--- src/rtl/oram_host_seq.sv ---
module oram_host_seq #(
  parameter int AW        = 4,
  parameter int DW        = 32,
  parameter int LW        = 8,
  parameter int GAP       = 4,
  parameter int PROBE_MAX = 64,
  parameter logic [15:0] SEED = 16'hACE1
) (
  input  logic          clk,
  input  logic          rst_n,
  input  logic          req_valid,
  output logic          req_ready,
  input  logic          req_write,
  input  logic [AW-1:0] req_addr,
  input  logic [DW-1:0] req_wdata,
  output logic          rsp_valid,
  output logic [AW-1:0] rsp_addr,
  output logic [DW-1:0] rsp_rdata,
  output logic          cmd_valid,
  input  logic          cmd_ready,
  output logic [1:0]    cmd_op,
  output logic [1:0]    cmd_dest,
  output logic          cmd_write,
  output logic [AW-1:0] cmd_addr,
  output logic [LW-1:0] cmd_leaf,
  output logic [DW-1:0] cmd_data,
  input  logic          mrsp_valid,
  input  logic          mrsp_src,
  input  logic          mrsp_busy,
  input  logic [DW-1:0] mrsp_data,
  output logic          probe_err
);
  localparam int DEPTH = 1 << AW;
  localparam int CW    = $clog2(PROBE_MAX + 1);
  localparam int GW    = $clog2(GAP + 1);

  typedef enum logic [3:0] {
    S_IDLE, S_ACC, S_PRB, S_PWT, S_GAP, S_FET, S_FWT, S_APP, S_AWT
  } state_t;

  state_t            st;
  logic [15:0]       lfsr;
  logic              wr_q;
  logic [AW-1:0]     addr_q;
  logic [DW-1:0]     wdata_q;
  logic [DW-1:0]     blk_q;
  logic [LW-1:0]     new_leaf;
  logic [LW-1:0]     map_q;
  logic              hit_q;
  logic [DEPTH-1:0]  map_vld;
  logic [LW-1:0]     map_mem [DEPTH];
  logic [CW-1:0]     probes;
  logic [GW-1:0]     gap_cnt;
  logic [1:0]        ack;
  logic              rsp_valid_q;

  wire [15:0]   lfsr_nxt   = {lfsr[14:0], lfsr[15] ^ lfsr[13] ^ lfsr[12] ^ lfsr[10]};
  wire [LW-1:0] cur_leaf   = hit_q ? map_q : '0;
  wire          owner      = cur_leaf[LW-1];
  wire [1:0]    own_mask   = owner ? 2'b10 : 2'b01;
  wire [1:0]    src_bit    = mrsp_src ? 2'b10 : 2'b01;
  wire          from_owner = mrsp_valid && (mrsp_src == owner);
  wire          accept     = req_valid && req_ready;

  assign req_ready = (st == S_IDLE);
  assign cmd_valid = (st == S_ACC) || (st == S_PRB) || (st == S_FET) || (st == S_APP);
  assign cmd_dest  = (st == S_APP) ? 2'b11 : own_mask;
  assign cmd_leaf  = (st == S_APP) ? new_leaf : cur_leaf;
  assign cmd_data  = (st == S_APP) ? blk_q : wdata_q;
  assign cmd_write = wr_q;
  assign cmd_addr  = addr_q;
  assign rsp_valid = rsp_valid_q;
  assign rsp_addr  = addr_q;
  assign rsp_rdata = blk_q;

  always_comb begin
    case (st)
      S_PRB:   cmd_op = 2'd1;
      S_FET:   cmd_op = 2'd2;
      S_APP:   cmd_op = 2'd3;
      default: cmd_op = 2'd0;
    endcase
  end

  always_ff @(posedge clk) begin
    if (accept) map_q <= map_mem[req_addr];
    if (st == S_FWT && from_owner) map_mem[addr_q] <= new_leaf;
  end

  always_ff @(posedge clk or negedge rst_n) begin
    if (!rst_n) begin
      st          <= S_IDLE;
      lfsr        <= SEED;
      wr_q        <= 1'b0;
      addr_q      <= '0;
      wdata_q     <= '0;
      blk_q       <= '0;
      new_leaf    <= '0;
      hit_q       <= 1'b0;
      map_vld     <= '0;
      probes      <= '0;
      gap_cnt     <= '0;
      ack         <= '0;
      probe_err   <= 1'b0;
      rsp_valid_q <= 1'b0;
    end else begin
      rsp_valid_q <= 1'b0;
      case (st)
        S_IDLE: if (req_valid) begin
          wr_q     <= req_write;
          addr_q   <= req_addr;
          wdata_q  <= req_wdata;
          new_leaf <= lfsr[LW-1:0];
          lfsr     <= lfsr_nxt;
          hit_q    <= map_vld[req_addr];
          probes   <= '0;
          st       <= S_ACC;
        end
        S_ACC: if (cmd_ready) st <= S_PRB;
        S_PRB: if (cmd_ready) begin
          probes <= probes + 1'b1;
          st     <= S_PWT;
        end
        S_PWT: if (from_owner) begin
          if (!mrsp_busy) st <= S_FET;
          else if (probes == CW'(PROBE_MAX)) begin
            probe_err <= 1'b1;
            st        <= S_IDLE;
          end else begin
            gap_cnt <= '0;
            st      <= S_GAP;
          end
        end
        S_GAP: if (gap_cnt == GW'(GAP - 1)) st <= S_PRB;
               else gap_cnt <= gap_cnt + 1'b1;
        S_FET: if (cmd_ready) st <= S_FWT;
        S_FWT: if (from_owner) begin
          blk_q           <= mrsp_data;
          map_vld[addr_q] <= 1'b1;
          st              <= S_APP;
        end
        S_APP: if (cmd_ready) begin
          ack <= '0;
          st  <= S_AWT;
        end
        S_AWT: if (mrsp_valid) begin
          if ((ack | src_bit) == 2'b11) begin
            st          <= S_IDLE;
            rsp_valid_q <= !wr_q;
          end else ack <= ack | src_bit;
        end
        default: st <= S_IDLE;
      endcase
    end
  end
endmodule

--- config.mk ---
export PLATFORM = sky130hd
export DESIGN_NAME = oram_host_seq
export DESIGN_NICKNAME = d
export VERILOG_FILES = /design/src/rtl/oram_host_seq.sv
export SDC_FILE = /design/constraint.sdc
export NUM_CORES = 1
export LEC_CHECK = 0
export BUFFER_PORTS_ARGS = -buffer_cell sky130_fd_sc_hd__buf_4
export CORE_MARGIN = 2
export CORE_UTILIZATION = 44
export CTS_BUF_LIST = sky130_fd_sc_hd__clkbuf_4
export CTS_CLUSTER_SIZE = 25
export DETAILED_ROUTE_END_ITERATION = 8
export PLACE_DENSITY = 0.65
export SLEW_MARGIN = 20
export SYNTH_ARGS = -nofsm -noshare
export SYNTH_HDL_FRONTEND = slang
export SYNTH_SLANG_ARGS = --single-unit
--- constraint.sdc ---
create_clock -name clk -period 3.3 [get_ports clk]
set_input_delay 0.825 -clock clk [delete_from_list [all_inputs] [get_ports clk]]
set_output_delay 0.825 -clock clk [all_outputs]
set_load 0.02 [all_outputs]
# Yosys cells after proc, flatten, opt, wreduce, memory -nomap -nowiden
# Memory sizes are Yosys's and may differ from the RTL's. A register that Yosys moved wholly into a read port is not among the register bits.
# Index checks and enable logic that the tools add are counted.
[totals]
ramBits = 128
word_cells = 111
memories = 1
inputBits = 76
regBits = 128
out_inout_bits = 89
[classes]
n_mux = 41
n_reduce_logical = 19
addsub = 2
eq_ne = 26
order_cmp = 3
n_bitwise = 5
[memory_table]
columns = ["memory", "depth", "word_bits", "rd", "rd_ports_with_merged_regs", "wr", "line_no", "source"]
rows = [
  ["map_mem", 16, 8, 1, 1, 1, "51", "logic [LW-1:0] map_mem [DEPTH];"],
]
[ops]
columns = ["operator", "n"]
rows = [
  ["2-to-1 mux 4 bit", 10],
  ["one-hot mux 4 bit (9 select lines)", 1],
  ["2-to-1 mux 32 bit", 1],
  ["inequality test 2 bit, second input constant", 14],
  ["2-to-1 mux 3 bit", 6],
  ["== test 4 x 3 -> 1 bit, second input constant", 4],
  ["2-to-1 mux 8 bit", 2],
  ["bitwise OR 16 bit", 1],
  ["2-to-1 mux 7 bit", 2],
  ["one-hot mux 7 bit (2 select lines)", 1],
  ["2-to-1 mux 2 bit", 6],
  ["< comparator 4 x 5 -> 1 bit, second input constant", 2],
  ["AND reduction 10 bit", 1],
  ["== test 4 x 2 -> 1 bit, second input constant", 2],
  ["AND reduction 4 bit", 2],
  ["adder 7 x 1 -> 7 bit, second input constant", 1],
  ["== test 7 bit, second input constant", 1],
  ["2-to-1 mux 1 bit", 7],
  ["one-hot mux 2 bit (3 select lines)", 1],
  ["one-hot mux 3 bit (2 select lines)", 1],
  ["nonzero test 2 bit", 3],
  ["AND reduction 5 bit", 1],
  ["binary-select mux 1 bit (select 4 bit)", 1],
  ["demux 1 bit (select 4 bit)", 1],
  ["16 further kinds", 24],
]

# Depth between registers and ports, before layout
# Gate-level depths: netlist (run 1).
[logic_depth]
word_depth = 6
depth_mapped = 7
mapped_depth_nobuf = 7

# Least setup slack after synthesis (run 1)
# No wires, ideal clock.
[synth_timing]
path_type = "input -> register"
from = "input mrsp_src"
to = "memory map_mem[10][0] (enable)"
required_time_ps = 2903
setup_time_ps = 397
path_stages = 5
t_arrival_ps = 2569
slack_ps = 334
path_buffers = 2
cell_sequence = "a21o_2 > a2111o_1 > clkbuf_1 > buf_2 > nor4_1"
[synth_between]
elab_chain_len = 5
[synth_rtl]
columns = ["element", "line_no", "source"]
rows = [
  ["start, declared", "28", "input logic mrsp_src,"],
  ["== test 1 bit", "62", "wire from_owner = mrsp_valid && (mrsp_src == owner);"],
  ["logical AND 1 bit", "62", ""],
  ["logical AND 1 bit", "87", "if (st == S_FWT && from_owner) map_mem[addr_q] <= new_leaf;"],
  ["2-to-1 mux 1 bit", "87", ""],
  ["2-to-1 mux 1 bit (not written as such)", "87", ""],
  ["end, declared", "51", ""],
]
# Every way passes these cells.

# Final worst setup path (run 1)
[layout_timing]
from = "register st[3]"
to = "output cmd_leaf[4]"
[layout_between]
elab_chain_len = 2
[layout_rtl]
columns = ["element", "line_no", "source"]
rows = [
  ["start, declared", "41", "state_t st;"],
  ["start signal, assigned", "92", "st <= S_IDLE;"],
  ["start signal, assigned", "117", "st <= S_ACC;"],
  ["start signal, assigned", "119", "S_ACC: if (cmd_ready) st <= S_PRB;"],
  ["== test 4 x 3 -> 1 bit", "68", "assign cmd_leaf = (st == S_APP) ? new_leaf : cur_leaf;"],
  ["2-to-1 mux 8 bit", "68", ""],
  ["end, declared", "25", "output logic [LW-1:0] cmd_leaf,"],
]
# Every way passes these cells.

==> results_dict.tcl, run 1 <==
set metrics [dict create \
    crit_chain "nand2b_2, nor2_4, buf_6, nand2_1, nand2_1, buf_4" \
    synth-edff-count 136 \
    post_drt_wl_per_cell_um 18.7 \
    p_total_mw 11.0 \
    setup-tns-final_ns 0 \
    finalCriticalPeriod_ns 3.15 \
    path_max_fanout 19 \
    layout.nets 1122 \
    fp.dieH_um 161 \
    maxCapViolCount 0 \
    post-place-ws_ns 0.519 \
    cts_tree "yes" \
    yosysSeqAreaShare_pct 66.2 \
    drc_errors 0 \
    rsz0062_at_grt "false" \
    cpMostUsedCell "nand2_1" \
    arrival_ns 2.32 \
    cts_num_sinks 259 \
    yosys_register_bits 259 \
    finalSetupViolCount 0 \
    met2WireLength_mm 13.4 \
    via_per_inst 5.08 \
    syn_area_um2 10800 \
    yosys_warnings 0 \
    clk_pin_slew_worst_paths_ns 0.07 \
    hp-class "primary input to asynchronous set/reset pin" \
    synth_top_flop_cell "edfxtp_1" \
    seq_area_um2 7180 \
    syn_to_final_growth_pct 25.3 \
    initialDrtViolationCount 586 \
    cp.required_ns 2.47 \
    path_class "flip-flop to output port" \
    crit_buf_inv 2 \
    timing.final.ws_setup_ns 0.152 \
    synth_cell_types 53 \
    relSlewSlack_pct 50.6 \
    grt_pass1_wl_mm 41.5 \
    async_flop_share_pct 47.5 \
    overflow 0 \
    coreArea_um2 24200 \
    multi_input_area_um2 3460 \
    mostFrequentLayoutCell "nand2_1" \
    cp_slowest_cell "dfrtp_2" \
    endpoint_kind "output port" \
    numCtsBuffers 69 \
    ir_worst_vdd_mv 0.354 \
    cts_setup_buffers 0 \
    grt_pass1_vias 7325 \
    die_w_um 161 \
    top_layer "met4" \
    period_share_pct 95.4 \
    gp_congestion 0.807 \
    layoutNonFillerInstCount 1417 \
    dr_total_vias 7194 \
    cp-start-kind "flip-flop" \
    port_buffers 164 \
    met1_length_mm 11.3 \
    drive_gt1_share_pct 40.0 \
    clk-insertion-delay-late_ns 0.68 \
    critical_path.max_stage_delay_ns 0.51 \
    stdcell_area_um2 13600 \
    grt_max_degree 78 \
    grt_usage_pct 20.9 \
    finClkSkew_ns 0.0543 \
    place_inst 1295 \
    io_pins 165 \
    synth_nets 896 \
    fill_cells 2063 \
    detail_route.wirelength_mm 26.5 \
    rows 57 \
    clockRootBuffer "clkbuf_4" \
    htree_levels 3 \
    tightest_slew_ns 0.741 \
    clockBufferDepth 3 \
    status "completed" \
    met3WireLength_mm 1.23 \
    antenna_found_initial 1 \
    antenna_left 0 \
    postPlaceCellArea_um2 12600 \
    layout_common_cells "nand2_1 (281), buf_4 (197), edfxtp_1 (136)" \
    holdBufCountCts 0 \
    r2r_cells 5 \
    firstDrtPassIters 5 \
    hpwl_mm 17.7 \
    powerDensity_nw_per_um2 811 \
    crit_family "simple AND/OR/NAND/NOR gates" \
    fmax_mhz 318 \
    die_area_um2 25900 \
    slew_viol_final 0 \
    postSynthCellCount 816 \
    hold_viol_final 0 \
    avgSynthCellArea_um2 13.3 \
    leakage_nw 5.93 \
    initial_core_util_pct 44.7 \
    worst-path-stages 6 \
]
[kinds of logic after synthesis]
group	after synthesis	synth area share (%)
DFF	259	66.2
buffers and inverters	57	2.29
AOI/OAI and AO/OA	32	2.04
muxes	85	13.3
adders and majority gates	4	0.462
xor gates and xnor gates	8	0.646
and+or+nand+nor	371	15.1
[cell type report]
cell class,instances,share of cell area [%]
Sequential cell,259,52.8
Clock inverter,16,1.24
Multi-Input combinational cell,500,25.5
Inverter,11,0.304
Antenna cell,1,0.0184
Timing Repair Buffer,201,11.3
Clock buffer,105,5.80
Tap cell,324,2.98
[through the flow]
step           hold WS (ns)  utilization [%]
5_1_grt               0.118             56.0
2_1_floorplan         0.428                -
6_report              0.127             56.0
3_3_place_gp          0.446             52.0
4_1_cts              0.0966             56.0
3_5_place_dp          0.451             52.0
[final timing paths]
kind	end	from	slack [ns]
setup / recovery	cmd_leaf[4]	st[3]$_DFFE_PN0P_	0.15
hold / removal	map_vld[6]$_DFFE_PN0P_	rst_n	0.13
setup reg to reg	map_mem[1][3]$_DFFE_PP_	hit_q$_DFFE_PN0P_	0.79
hold reg to reg	lfsr[11]$_DFFE_PN1P_	lfsr[11]$_DFFE_PN1P_	0.46
max in group asynchronous	lfsr[7]$_DFFE_PN1P_	rst_n	2.34
min in group clk	wdata_q[11]$_DFFE_PN0P_	req_wdata[11]	0.34
[power breakdown]
group	internal (mW)	total, mW	switching, mW	leakage [nW]
Combinational	1.50	3.50	2.00	2.64
Clock	1.76	3.05	1.29	0.562
Sequential	3.95	4.47	0.523	2.73
Total	7.21	11.0	3.81	5.93
[synth_stat cells, types with 9 or more instances]
master    instances  share of area (%)
nand2_1         282                9.8
edfxtp_1        136                 38
dfrtp_1         115                 27
mux4_2           44                9.1
mux2_2           34                3.5
clkbuf_1         27               0.94
nand3_1          14               0.65
buf_2            12               0.55
inv_1            10               0.35
nor2_1           10               0.35
or2_1            10               0.58
nor3_1            9               0.42
o21ai_0           9               0.42
[per-layer routing]
metal | GRT usage, % | vias up
met3 | 4.05 | 45
met5 | 0 | -
met1 | 28.1 | 3592
met2 | 34.3 | 191
met4 | 7.39 | 0
li1 | - | 3366
[sequential cells by signal, indices dropped and copies added, names as in the netlist]
register   cells
rsp_valid      1
ack            2
map_mem      128
lfsr          16
map_q          8
gap_cnt        3
cmd_addr       4
hit_q          1
probe_err      1
st             4
cmd_write      1
wdata_q       32
rsp_rdata     32
new_leaf       3
probes         7
map_vld       16
[what timing repair did]
action,in CTS,in global routing
pin swaps,0,0
gates cloned,0,0
endpoints found under the setup margin,2,5
resized for setup,2,4
No activity file was read; power rests on OpenSTA's default activity.
==> inputs of run 2 (changes only) <==
==> constraint.sdc (replaced) <==
create_clock -name clk -period 3.25 [get_ports clk]
set_input_delay 0.4875 -clock clk [delete_from_list [all_inputs] [get_ports clk]]
set_output_delay 0.4875 -clock clk [all_outputs]
set_load 0.02 [all_outputs]
==> run 2 against run 1 <==
  * Sequential share of layout area is 1.2 points lower
  * Cell count up 2.8%
  * Critical path depth did not move
  * Register-to-register slack got worse by 0.24 ns
  * Setup slack better by 0.15 ns
  * Die area did not move
  * Global-route usage rose by 0.56 points
  * Count of clock-buffer cells in the layout fell by 1
  * Clock skew decreased by 0.0057 ns
  * First-iteration DRC count is 7.7% higher
  * Largest cell class unchanged
  * Largest power group unchanged
  * Highest routed layer unchanged
==> results_dict.tcl, run 2 (same netlist as run 1, synthesis figures left out) <==
set metrics [dict create \
    cp-start-kind "flip-flop" \
    fmax_mhz 340 \
    slew_viol_final 0 \
    p_int_mw 7.10 \
    pwr-share-comb_pct 32.6 \
    layoutNonFillerInstCount 1456 \
    layout.nets 1157 \
    hpwl_mm 17.5 \
    ir_worst_vdd_mv 0.395 \
    regMostFlops "map_mem" \
    cts_setup_buffers 0 \
    endpoint_kind "output port" \
    drive_gt1_share_pct 37.3 \
    dr_total_vias 7333 \
    clockRootBuffer "clkbuf_4" \
    place_inst 1283 \
    cp.required_ns 2.76 \
    p_total_mw 11.1 \
    die_w_um 161 \
    fp.dieH_um 161 \
    path_class "flip-flop to output port" \
    mostFrequentLayoutCell "nand2_1" \
    port_buffers 164 \
    numCtsBuffers 70 \
    rsz0062_at_grt "false" \
    finalSetupViolCount 0 \
    grt_usage_pct 21.5 \
    swShare_pct 35.8 \
    pwr-share-clk_pct 26.4 \
    grt_pass1_vias 7637 \
    via_per_inst 5.04 \
    antenna_left 0 \
    clockBufferDepth 3 \
    status "completed" \
    grt_max_degree 75 \
    die_area_um2 25900 \
    finClkSkew_ns 0.0486 \
    initial_core_util_pct 44.7 \
    clk-insertion-delay-late_ns 0.69 \
    relSlewSlack_pct 50.4 \
    postPlaceCellArea_um2 12500 \
    detail_route.wirelength_mm 27.1 \
    coreArea_um2 24200 \
    post_drt_wl_per_cell_um 18.6 \
    seqPwrFrac_pct 41.1 \
    grt_pass1_wl_mm 42.3 \
    layout_common_cells "nand2_1 (281), buf_4 (186), edfxtp_1 (136)" \
    syn_to_final_growth_pct 28.2 \
    drc_errors 0 \
    finalCriticalPeriod_ns 2.94 \
    arrival_ns 2.46 \
    p_switching_mw 3.95 \
    tightest_slew_ns 0.744 \
    initialDrtViolationCount 631 \
    overflow 0 \
    clk_pin_slew_worst_paths_ns 0.07 \
    fill_cells 2046 \
    powerDensity_nw_per_um2 795 \
    leakage_nw 6.04 \
    antenna_found_initial 1 \
    setup-tns-final_ns 0 \
    stdcell_area_um2 13900 \
    hold_viol_final 0 \
    gp_congestion 0.809 \
    cts_tree "yes" \
    firstDrtPassIters 4 \
    htree_levels 3 \
    period_share_pct 90.6 \
    largest_register_ffs 128 \
    cts_num_sinks 259 \
    io_pins 165 \
    path_max_fanout 35 \
    rows 57 \
    hp-class "primary input to flip-flop" \
    maxCapViolCount 0 \
]
run 2: metal layers:
layer | track usage [%] | vias up | routed length (um)
met3 | 3.77 | 66 | 1060
li1 | - | 3439 | -
met1 | 27.7 | 3633 | 11500
met5 | 0 | - | 0
met4 | 9.62 | 0 | 923
met2 | 35.8 | 195 | 13700
run 2: worst max-delay path, stage by stage (launching register included):
cell     delay [ns]
dfrtp_1        0.64
nand2_1        0.21
nor2_4         0.24
buf_6          0.33
nand2_1        0.09
nand2_1        0.11
buf_4          0.16
run 2: worst paths after layout:
kind / from / end / slack (ns) / depth (start not counted)
max: st[0]$_DFFE_PN0P_ / cmd_data[29] / 0.31 / 6
min: mrsp_data[24] / rsp_rdata[24]$_DFFE_PN0P_ / 0.05 / 2
max reg2reg: st[0]$_DFFE_PN0P_ / map_mem[9][5]$_DFFE_PP_ / 0.55 / 4
min reg2reg: lfsr[5]$_DFFE_PN1P_ / lfsr[6]$_DFFE_PN1P_ / 0.45 / 2
max in group asynchronous: rst_n / lfsr[5]$_DFFE_PN1P_ / 1.94 / 3
min in group asynchronous: rst_n / rsp_rdata[17]$_DFFE_PN0P_ / 0.42 / 2
run 2: per-stage QoR:
step	setup slack (ns)	hold slack [ns]	util (%)
detailed placement	0.558	0.449	51.6
CTS	0.153	0.00133	57.3
finish	0.306	0.0542	57.3
floorplan	0.622	0.192	-
global route	0.105	0.0206	57.3
global placement	0.607	0.442	51.6
run 2: layout make-up:
type                    count  area, um^2  area share (%)
flip-flops and latches    259        7170            51.6
multi-input cells         500        3460            24.9
repair buffers            235        1910            13.7
clock buffers             104         781            5.62
well taps                 324         405            2.92
clock inverters            22         129           0.927
inverters                  11        41.3           0.297
diodes                      1        2.50          0.0180
run 2: power groups by stage:
stage / Sequential (mW) / Combinational [mW] / Clock [mW]
after global routing: 4.63 / 3.87 / 3.17
after CTS: 4.53 / 3.62 / 3.00
after detailed placement: 4.59 / 3.56 / 0
after global placement: 4.57 / 3.51 / 0
final: 4.54 / 3.60 / 2.91
after floorplan: 4.64 / 1.96 / 0
run 2: what timing repair did:
item / 4_1_cts / 5_1_grt
hold endpoints to repair: 94 / 0
hold buffers: 46 / 0
endpoints found under the setup margin: 0 / 4
gates resized for setup: 0 / 2
